[src/rtl/fenc_pkg.sv]
package fenc_pkg;

  typedef enum logic [1:0] {
    SCH_PLAIN  = 2'd0,
    SCH_TQ     = 2'd1,
    SCH_MIRROR = 2'd2,
    SCH_RSVD   = 2'd3
  } scheme_e;

  function automatic logic [3:0] ones8(input logic [7:0] b);
    logic [3:0] n;
    n = '0;
    for (int i = 0; i < 8; i++) n = n + {3'b000, b[i]};
    return n;
  endfunction

endpackage

[src/rtl/fenc_group_coder.sv]
module fenc_group_coder #(
  parameter int DATA_BYTES = 6
) (
  input  logic [DATA_BYTES*8-1:0]     raw_grp,
  input  logic [DATA_BYTES*8-1:0]     rb_grp,
  output logic                        has_data,
  output logic                        clash,
  output logic [(DATA_BYTES+2)*8-1:0] coded
);
  import fenc_pkg::*;

  logic [7:0] par;
  logic [7:0] wsum;

  // parity byte and position-weighted popcount over the group
  always_comb begin
    par  = '0;
    wsum = '0;
    for (int i = 0; i < DATA_BYTES; i++) begin
      par  = par ^ raw_grp[8*i +: 8];
      wsum = wsum + 8'(32'(ones8(raw_grp[8*i +: 8])) * (i + 1));
    end
  end

  assign has_data = |raw_grp;
  assign clash    = |rb_grp;
  assign coded    = {wsum, par, raw_grp};

endmodule

[src/rtl/fenc_mirror_map.sv]
module fenc_mirror_map #(
  parameter int TOTAL_BITS = 256
) (
  input  logic [TOTAL_BITS-1:0] raw_words,
  output logic [TOTAL_BITS-1:0] mirrored,
  output logic                  fault
);
  localparam int HALF_BITS = TOTAL_BITS / 2;

  assign fault    = |raw_words[TOTAL_BITS-1:HALF_BITS];
  assign mirrored = {raw_words[HALF_BITS-1:0], raw_words[HALF_BITS-1:0]};

endmodule

[src/rtl/fuse_block_encoder.sv]
module fuse_block_encoder #(
  parameter int WORD_W         = 32,
  parameter int N_WORDS        = 8,
  parameter int GRP_DATA_BYTES = 6,
  parameter int BLK_W          = 2
) (
  input  logic                      clk,
  input  logic                      rst_n,
  input  logic                      in_valid,
  output logic                      in_ready,
  input  logic [N_WORDS*WORD_W-1:0] raw_words,
  input  logic [N_WORDS*WORD_W-1:0] rb_words,
  input  logic [1:0]                scheme,
  input  logic [BLK_W-1:0]          blk_idx,
  output logic                      out_valid,
  input  logic                      out_ready,
  output logic [N_WORDS*WORD_W-1:0] out_words,
  output logic                      out_err
);
  import fenc_pkg::*;

  localparam int TOTAL_BITS  = N_WORDS * WORD_W;
  localparam int TOTAL_BYTES = TOTAL_BITS / 8;
  localparam int GRP_BYTES   = GRP_DATA_BYTES + 2;
  localparam int N_GROUPS    = TOTAL_BYTES / GRP_BYTES;
  localparam int GDATA_BITS  = GRP_DATA_BYTES * 8;
  localparam int GCODE_BITS  = GRP_BYTES * 8;
  localparam int DATA_BITS   = N_GROUPS * GDATA_BITS;

  logic [N_GROUPS-1:0]   grp_hit;
  logic [N_GROUPS-1:0]   grp_clash;
  logic [TOTAL_BITS-1:0] tq_words;
  logic                  tq_fault;
  logic [TOTAL_BITS-1:0] mir_words;
  logic                  mir_fault;
  logic [TOTAL_BITS-1:0] nxt_words;
  logic                  nxt_err;
  scheme_e               eff_sch;

  // one coder per check-byte group
  for (genvar g = 0; g < N_GROUPS; g++) begin : g_grp
    logic [GCODE_BITS-1:0] coded;
    fenc_group_coder #(.DATA_BYTES(GRP_DATA_BYTES)) u_coder (
      .raw_grp  (raw_words[g*GDATA_BITS +: GDATA_BITS]),
      .rb_grp   (rb_words[g*GDATA_BITS +: GDATA_BITS]),
      .has_data (grp_hit[g]),
      .clash    (grp_clash[g]),
      .coded    (coded)
    );
    assign tq_words[g*GCODE_BITS +: GCODE_BITS] = grp_hit[g] ? coded : '0;
  end

  // pad any bits beyond the last full group
  if (N_GROUPS * GCODE_BITS < TOTAL_BITS) begin : g_pad
    assign tq_words[TOTAL_BITS-1:N_GROUPS*GCODE_BITS] = '0;
  end

  assign tq_fault = (|raw_words[TOTAL_BITS-1:DATA_BITS]) | (|(grp_hit & grp_clash));

  fenc_mirror_map #(.TOTAL_BITS(TOTAL_BITS)) u_mirror (
    .raw_words (raw_words),
    .mirrored  (mir_words),
    .fault     (mir_fault)
  );

  always_comb begin
    eff_sch = (blk_idx == '0) ? SCH_PLAIN : scheme_e'(scheme);
    unique case (eff_sch)
      SCH_PLAIN: begin
        nxt_err   = 1'b0;
        nxt_words = raw_words;
      end
      SCH_TQ: begin
        nxt_err   = tq_fault;
        nxt_words = tq_fault ? '0 : tq_words;
      end
      SCH_MIRROR: begin
        nxt_err   = mir_fault;
        nxt_words = mir_fault ? '0 : mir_words;
      end
      default: begin
        nxt_err   = 1'b1;
        nxt_words = '0;
      end
    endcase
  end

  // single output register slice
  assign in_ready = !out_valid || out_ready;

  always_ff @(posedge clk or negedge rst_n) begin
    if (!rst_n) begin
      out_valid <= 1'b0;
      out_words <= '0;
      out_err   <= 1'b0;
    end else if (in_valid && in_ready) begin
      out_valid <= 1'b1;
      out_words <= nxt_words;
      out_err   <= nxt_err;
    end else if (out_ready) begin
      out_valid <= 1'b0;
    end
  end

endmodule

[config.mk]
export PLATFORM = sky130hd
export DESIGN_NAME = fuse_block_encoder
export DESIGN_NICKNAME = d
export VERILOG_FILES = /design/src/rtl/fenc_pkg.sv /design/src/rtl/fenc_group_coder.sv /design/src/rtl/fenc_mirror_map.sv /design/src/rtl/fuse_block_encoder.sv
export SDC_FILE = /design/constraint.sdc
export NUM_CORES = 1
export LEC_CHECK = 0
export BUFFER_PORTS_ARGS = -buffer_cell sky130_fd_sc_hd__buf_4
export CAP_MARGIN = 20
export CORE_AREA = 2 2 306 308
export CTS_CLUSTER_SIZE = 25
export DETAILED_ROUTE_END_ITERATION = 10
export DIE_AREA = 0 0 308 310
export SKIP_CTS_REPAIR_TIMING = 1
export SLEW_MARGIN = 20
export SYNTH_ARGS = -nofsm -noshare
export SYNTH_HDL_FRONTEND = slang
export SYNTH_SLANG_ARGS = --single-unit
[constraint.sdc]
create_clock -name clk -period 2.5 [get_ports clk]
set_clock_uncertainty 0.2 [all_clocks]
set_input_delay 0.125 -clock clk [delete_from_list [all_inputs] [get_ports clk]]
set_output_delay 0.125 -clock clk [all_outputs]
set_load 0.02 [all_outputs]
==> results of run 1 <==
-- flip-flops by register name, indices dropped and copies added (netlist names) --
name,flops
out_err,1
out_valid,1
out_words,256
-- synth_stat cells (all sizes together) (31+ instances only) --
| master | n | area share |
|---|---|---|
| a21o | 31 | 0.010 |
| a221o | 78 | 0.035 |
| a22o | 57 | 0.022 |
| a22oi | 199 | 0.066 |
| clkbuf | 86 | 0.014 |
| dfrtp | 258 | 0.29 |
| fa | 184 | 0.16 |
| ha | 184 | 0.10 |
| inv | 458 | 0.076 |
| nand2 | 117 | 0.020 |
| nor2 | 90 | 0.015 |
| nor4 | 97 | 0.028 |
| o21ai | 57 | 0.013 |
| xnor2 | 146 | 0.057 |
| xor2 | 70 | 0.027 |
-- worst max-delay path: stages --
cell and delay [ns]:
buf_4 0.13, inv_12 0.03, ha_4 0.25, inv_2 0.04, fa_1 0.55, fa_1 0.47, fa_2 0.38, fa_1 0.51
inv_2 0.06, fa_2 0.37, xor2_1 0.16, ha_1 0.30, fa_2 0.44, fa_1 0.53, fa_2 0.47, ha_4 0.19
fa_2 0.34, a21o_1 0.20, a21oi_2 0.15, xnor2_1 0.13, o21ai_1 0.08
-- how the worst min path moves through the flow --
stage,slack (ns),endpoint,depth (start not counted)
after global routing,-0.01,out_words[230],5
after floorplan,-0.37,out_err,0
after global placement,-0.03,out_words[226],1
after detailed placement,-0.03,out_words[226],1
final,-0.06,out_words[139],5
after CTS,-0.64,out_words[226],1
-- kinds of logic (layout without fill, tap and decap cells) --
logic type,after synthesis,in the layout,share of synthesized area
and+or+nand+nor,386,386,0.0869
buffers and inverters,560,2045,0.0950
adders and majority gates,368,368,0.266
AOI/OAI and AO/OA,523,523,0.181
xor gates and xnor gates,216,216,0.0841
other,0,15,0
DFF,258,258,0.287
-- through the flow --
stage / hold WS (ns) / power (mW)
CTS: -0.637 / 42.8
detailed placement: -0.0294 / 37.3
global route: -0.0111 / 52.1
global placement: -0.0311 / 36.7
finish: -0.0594 / 48.1
floorplan: -0.371 / 25.8
-- layer usage --
layer / vias up / GRT usage / routed length [µm]
met5: - / 0 / 114
met4: 18 / 0.115 / 9080
met3: 409 / 0.0683 / 18500
met2: 1853 / 0.447 / 67700
met1: 13200 / 0.402 / 63600
li1: 10900 / - / -
-- cells in the final DEF (no fill, tap or decap), types with 13 or more instances in the layout --
cell,netlist,routed
buf_4,3,1131
inv_1,458,366
dlygate4sd3_1,0,317
dfrtp_1,258,258
a22oi_1,199,199
fa_1,184,139
xnor2_1,146,134
ha_1,184,125
nand2_1,117,116
nor2_1,90,88
nor4_1,96,85
a221o_1,78,78
inv_2,0,65
xor2_1,70,64
a22o_1,57,57
ha_4,0,55
fa_2,0,45
clkbuf_16,0,44
o21ai_0,55,30
a21o_1,31,30
buf_12,0,30
nand4_1,25,25
nor2b_1,24,24
a2bb2oi_1,23,23
buf_6,1,22
o21ai_1,2,21
o21a_1,16,16
diode_2,0,15
o221ai_2,0,15
buf_8,0,15
a21oi_1,25,13
-- power by group --
part	internal, mW	switching (mW)
clock network	2.98	2.34
registers	4.64	0.382
logic	18.9	18.8
total	26.6	21.5
-- layout make-up --
cell class / count / area (µm²) / share of cell area
clock buffer: 46 / 968 / 0.0247
multi-input combinational: 1493 / 15300 / 0.389
inverter: 458 / 1860 / 0.0475
antenna: 15 / 37.5 / 0.000956
tap: 1197 / 1500 / 0.0382
sequential: 258 / 6460 / 0.164
clock inverter: 17 / 178 / 0.00453
timing repair buffer: 1524 / 13000 / 0.330
==> out/results.tsv, run 1 <==
stage	metric	value	unit
place	gp_congestion	0.962	
place	placedCellCount	4580	
worst_setup_path	worstSetupPathType	primary input to flip-flop	
flow_run	max-cap-violations	0	
power	powerDensity	1220	nW/µm²
synthesis	synth_edf_count	0	
clock_network	cts_tree	done	
timing	max_clock_freq	0.176	GHz
worst_setup_path	cp-startpoint	raw_words[56]	
synthesis	syn_area_per_cell	9.73	µm²
run_status	violations	hold timing, setup timing	
synthesis	async_flop_share	1.00	
route	post_drt_wl_per_cell	31.8	µm
layout	fin_nets	4659	
worst_setup_path	r2r.worst_path.cells	9	
global_route	grt_max_degree	77	
synthesis	yosys_warnings	0	
floorplanning	rows	112	
clock_network	cts_sinks	258	
route	first_pass_iters	6	
worst_setup_path	end_kind	flip-flop	
clock_network	cts_buffer_depth	3	
place	dp_hpwl	120000	µm
route	ant_nets	0	
timing	worst_slack	-3.19	ns
layout	layout.cells.non_filler	5008	
worst_setup_path	ff2ff_setup_slack	0.08	ns
layout	drive_gt1_frac	0.407	
clock_network	worstSkewPairLatency	0.57	ns
timing	period_share	2.27	
min_path	hold_class	primary input to flip-flop	
timing	slew_violations	0	
synthesis	synth_nets	3199	
worst_setup_path	critical_path_required	2.74	ns
timing	setup_viol	36	
synthesis	syn_area	22500	µm²
layout	syn_to_final_growth	74.6	%
layout	nFillCells	8987	
timing	hold_viol_final	36	
synthesis	ys_ff_latch	258	
layout	fin_area	39300	µm²
timing	period_minus_slack	5.69	ns
synthesis	ys.flop_type	dfrtp_1	
floorplanning	die_y	310	µm
floorplanning	initial_utilization	0.243	
timing	rsz0062_at_grt	yes	
synthesis	yosysSeqAreaShare	0.287	
place	dp_slack	-3.92	ns
timing	whs	-0.0594	ns
place	io_buffers	714	
worst_setup_path	crit_end	out_words[127]	
global_route	grt_pass1_wl	193000	µm
timing	fin_setup_tns	-72.30	ns
power	power_leakage	19.3	nW
route	routed_via_density	5.26	
floorplanning	dieArea	95500	µm²
place	place_area	33300	µm²
synthesis	syn_inst	2311	
clock_network	htreeDepth	2	
global_route	grt_pass1_vias	24200	
clock_network	cts.clk_slew.worst_paths	0.06	ns
power	irDropWorstVdd	2320	µV
clock_network	cts_buffers	36	
synthesis	netlist-cell-type-count	49	
worst_setup_path	r2r_end	out_words[224]	
route	drc	0	
worst_setup_path	cp-start-kind	primary input	
run_status	status	finished, violations left	
timing	relSlewSlack	0.429	
floorplanning	fp.dieW	308	µm
clock_network	cts_root_buffer	clkbuf_16	
route	dr_total_vias	26300	
floorplanning	top_level_ports	779	
global_route	grt_overflow	0	
min_path	worstHoldStart	raw_words[139]	
timing	max_slew.worst_pin.slew	0.854	ns
worst_setup_path	crit_arrival	5.93	ns
worst_setup_path	critPathMaxFanout	2	
global_route	track_usage	0.294	
global_route	antenna_found_initial	28	
route	drt_iter0_drc	2671	
floorplanning	core_region_area	92500	µm²
worst_setup_path	rr_startpoint	out_valid	
route	routed_wl	159000	µm
layout	final_core_util	0.424	
No activity file was read; power rests on OpenSTA's default activity.
==> inputs of run 2 (changes only) <==
--- a/config.mk
+++ b/config.mk
@@ -6,5 +6,5 @@
 export NUM_CORES = 1
 export LEC_CHECK = 0
-export BUFFER_PORTS_ARGS = -buffer_cell sky130_fd_sc_hd__buf_4
+export BUFFER_PORTS_ARGS = -buffer_cell sky130_fd_sc_hd__buf_2
 export CAP_MARGIN = 20
 export CORE_AREA = 2 2 306 308
==> constraint.sdc (replaced) <==
create_clock -name clk -period 2.5 [get_ports clk]
set_clock_uncertainty 0.2 [all_clocks]
set_input_delay 0.375 -clock clk [delete_from_list [all_inputs] [get_ports clk]]
set_output_delay 0.375 -clock clk [all_outputs]
set_load 0.02 [all_outputs]
==> out/results.tsv, run 2 (synthesis results as in run 1) <==
stage	metric	value	unit	change
floorplanning	top_level_ports	779		unchanged
power	irDropWorstVdd	2010	µV	was 2320 µV
power	power_leakage	18.3	nW	was 19.3 nW
floorplanning	fp.dieW	308	µm	unchanged
timing	rsz0062_at_grt	yes		unchanged
floorplanning	rows	112		unchanged
global_route	track_usage	0.290		was 0.294
floorplanning	core_region_area	92500	µm²	unchanged
global_route	grt_pass1_vias	23900		was 24,200
worst_setup_path	slowest_delay	0.53	ns	was 0.55 ns
layout	top_register	out_words		unchanged
layout	layout_commonest_cell	buf_2		was buf_4
timing	period_share	2.38		was 2.27
route	routed_via_density	5.18		was 5.26
layout	layout.cells.non_filler	4789		was 5,008
route	dr_total_vias	24800		was 26,300
clock_network	htreeDepth	2		unchanged
clock_network	cts_buffer_depth	3		unchanged
worst_setup_path	critical_path_required	2.75	ns	was 2.74 ns
worst_setup_path	cp_slowest_cell	fa_2		was fa_1
clock_network	cts.clk_slew.worst_paths	0.06	ns	about the same
worst_setup_path	path_cells	buf_12, inv_12, ha_4, inv_2, fa_1, fa_1, fa_2, inv_2, fa_1, ha_4, fa_2, xor2_2, ha_2, fa_2, fa_1, fa_1, ha_4, fa_2, a21o_1, a21oi_2, xnor2_1, o21ai_1		was buf_4, inv_12, ha_4, inv_2, fa_1, fa_1, fa_2, fa_1, inv_2, fa_2, xor2_1, ha_1, fa_2, fa_1, fa_2, ha_4, fa_2, a21o_1, a21oi_2, xnor2_1, o21ai_1
flow_run	max-cap-violations	0		unchanged
worst_setup_path	r2r.worst_path.cells	11		was 9
power	p_int	25.6	mW	was 26.6 mW
route	drc	0		unchanged
route	post_drt_wl_per_cell	30.9	µm	was 31.8 µm
global_route	grt_max_degree	128		was 77
floorplanning	initial_utilization	0.243		unchanged
min_path	hold_class	primary input to flip-flop		unchanged
floorplanning	dieArea	95500	µm²	unchanged
global_route	grt_overflow	0		unchanged
layout	fin_area	36400	µm²	was 39,300 µm²
power	combinationalPowerShare	0.776		was 0.785
timing	max_clock_freq	0.168	GHz	was 0.176 GHz
global_route	grt_pass1_wl	190000	µm	was 193,000 µm
worst_setup_path	worstSetupPathType	primary input to flip-flop		unchanged
timing	slew_violations	0		unchanged
layout	largest_register_ffs	256		unchanged
power	powerDensity	1280	nW/µm²	was 1220 nW/µm²
power	swShare	0.450		was 0.448
place	io_buffers	714		unchanged
layout	nFillCells	9228		was 8,987
power	p_seq_frac	0.107		was 0.104
layout	top_regs	out_words: 256 flops, out_err: 1 flops, out_valid: 1 flops		unchanged
timing	fin_setup_tns	-123.64	ns	was -72.30 ns
power	pwr-share-clk	0.116		was 0.111
worst_setup_path	end_kind	flip-flop		unchanged
worst_setup_path	cp_common_cell	fa_1		was fa_2
place	dp_slack	-4.19	ns	was -3.92 ns
floorplanning	die_y	310	µm	unchanged
timing	worst_slack	-3.44	ns	was -3.19 ns
route	first_pass_iters	8		was 6
route	drt_iter0_drc	2510		was 2,671
clock_network	cts_root_buffer	clkbuf_16		unchanged
place	gp_congestion	0.954		was 0.962
timing	setup_viol	256		was 36
global_route	antenna_found_initial	30		was 28
clock_network	cts_tree	done		unchanged
layout	syn_to_final_growth	61.7	%	was 74.6%
clock_network	worstSkewPairLatency	0.57	ns	about the same
route	ant_nets	0		unchanged
worst_setup_path	cp-start-kind	primary input		unchanged
clock_network	cts_sinks	258		unchanged
timing	whs	-0.0177	ns	was -0.0594 ns
route	routed_wl	148000	µm	was 159,000 µm
worst_setup_path	critPathMaxFanout	2		unchanged
min_path	min_delay_path_depth	4		was 5
timing	hold_viol_final	6		was 36
place	place_area	32000	µm²	was 33,300 µm²
layout	fin_nets	4442		was 4,659
place	dp_hpwl	118000	µm	was 120,000 µm
timing	relSlewSlack	0.472		was 0.429
layout	drive_gt1_frac	0.488		was 0.407
power	p_switching	20.9	mW	was 21.5 mW
run_status	violations	hold timing, setup timing		unchanged
place	placedCellCount	4618		was 4,580
layout	final_cell_mix	buf_2, buf_4, inv_1, dfrtp_1, fa_1		was buf_4, inv_1, dlygate4sd3_1, dfrtp_1, a22oi_1
worst_setup_path	crit_arrival	6.20	ns	was 5.93 ns
timing	period_minus_slack	5.94	ns	was 5.69 ns
clock_network	cts_buffers	37		was 36
run_status	status	finished, violations left		unchanged
timing	max_slew.worst_pin.slew	0.791	ns	was 0.854 ns
run 2: cell types whose count changed in the layout (fill, tap and decap cells not counted), moves of 19 or more:
cell / delta
a22oi_1: -63
a22oi_2: +63
buf_2: +682
buf_4: -668
buf_6: +21
dlygate4sd3_1: -293
nand2_1: -45
nand2_2: +35
o21ai_0: -24
o21ai_1: +19
run 2: routing by layer:
layer,part of all wire,GRT usage,up-vias
li1,-,-,10500
met1,0.41,0.385,12400
met2,0.43,0.436,1551
met3,0.11,0.0841,382
met4,0.054,0.127,26
met5,0.0016,0,-
run 2: final cells by class:
class,count,area [µm²],share of cell area
Timing Repair Buffer,1304,9400,0.258
Sequential cell,258,6460,0.178
Antenna cell,15,37.5,0.00103
Inverter,458,1860,0.0511
Multi-Input combinational cell,1495,16000,0.439
Tap cell,1197,1500,0.0412
Clock inverter,10,136,0.00375
Clock buffer,52,1030,0.0284
run 2: critical path: cells and delay by family:
family / cells / cell delay [ns]
xor gates and xnor gates: 2 / 0.32
adders and majority gates: 13 / 4.87
buffers and inverters: 4 / 0.22
AOI/OAI and AO/OA: 3 / 0.40
run 2: through the flow:
| step | hold slack, ns | total power, mW | util |
|---|---|---|---|
| final | -0.0177 | 46.5 | 0.393 |
| after global routing | -0.000980 | 50.9 | 0.393 |
| after CTS | -0.492 | 42.4 | 0.359 |
| after detailed placement | 0.107 | 36.8 | 0.346 |
| after global placement | 0.102 | 36.2 | 0.346 |
| after floorplan | -0.121 | 25.8 | - |
run 2: final timing paths:
kind / start / endpoint / slack (ns)
max in group asynchronous: rst_n / out_words[7] / 1.20
max reg2reg: out_valid / out_words[28] / 0.01
min in group asynchronous: rst_n / out_words[187] / 0.10
max: raw_words[97] / out_words[191] / -3.44
min: raw_words[64] / out_words[64] / -0.02
min reg2reg: out_words[161] / out_words[161] / 0.29
run 2: power by group through the flow:
stage	clock network (mW)	logic (mW)	registers, mW
CTS	5.44	32.0	4.96
finish	5.39	36.1	4.99
global placement	0	31.2	5.02
detailed placement	0	31.8	5.03
global route	5.63	40.2	5.02
floorplan	0	20.2	5.53
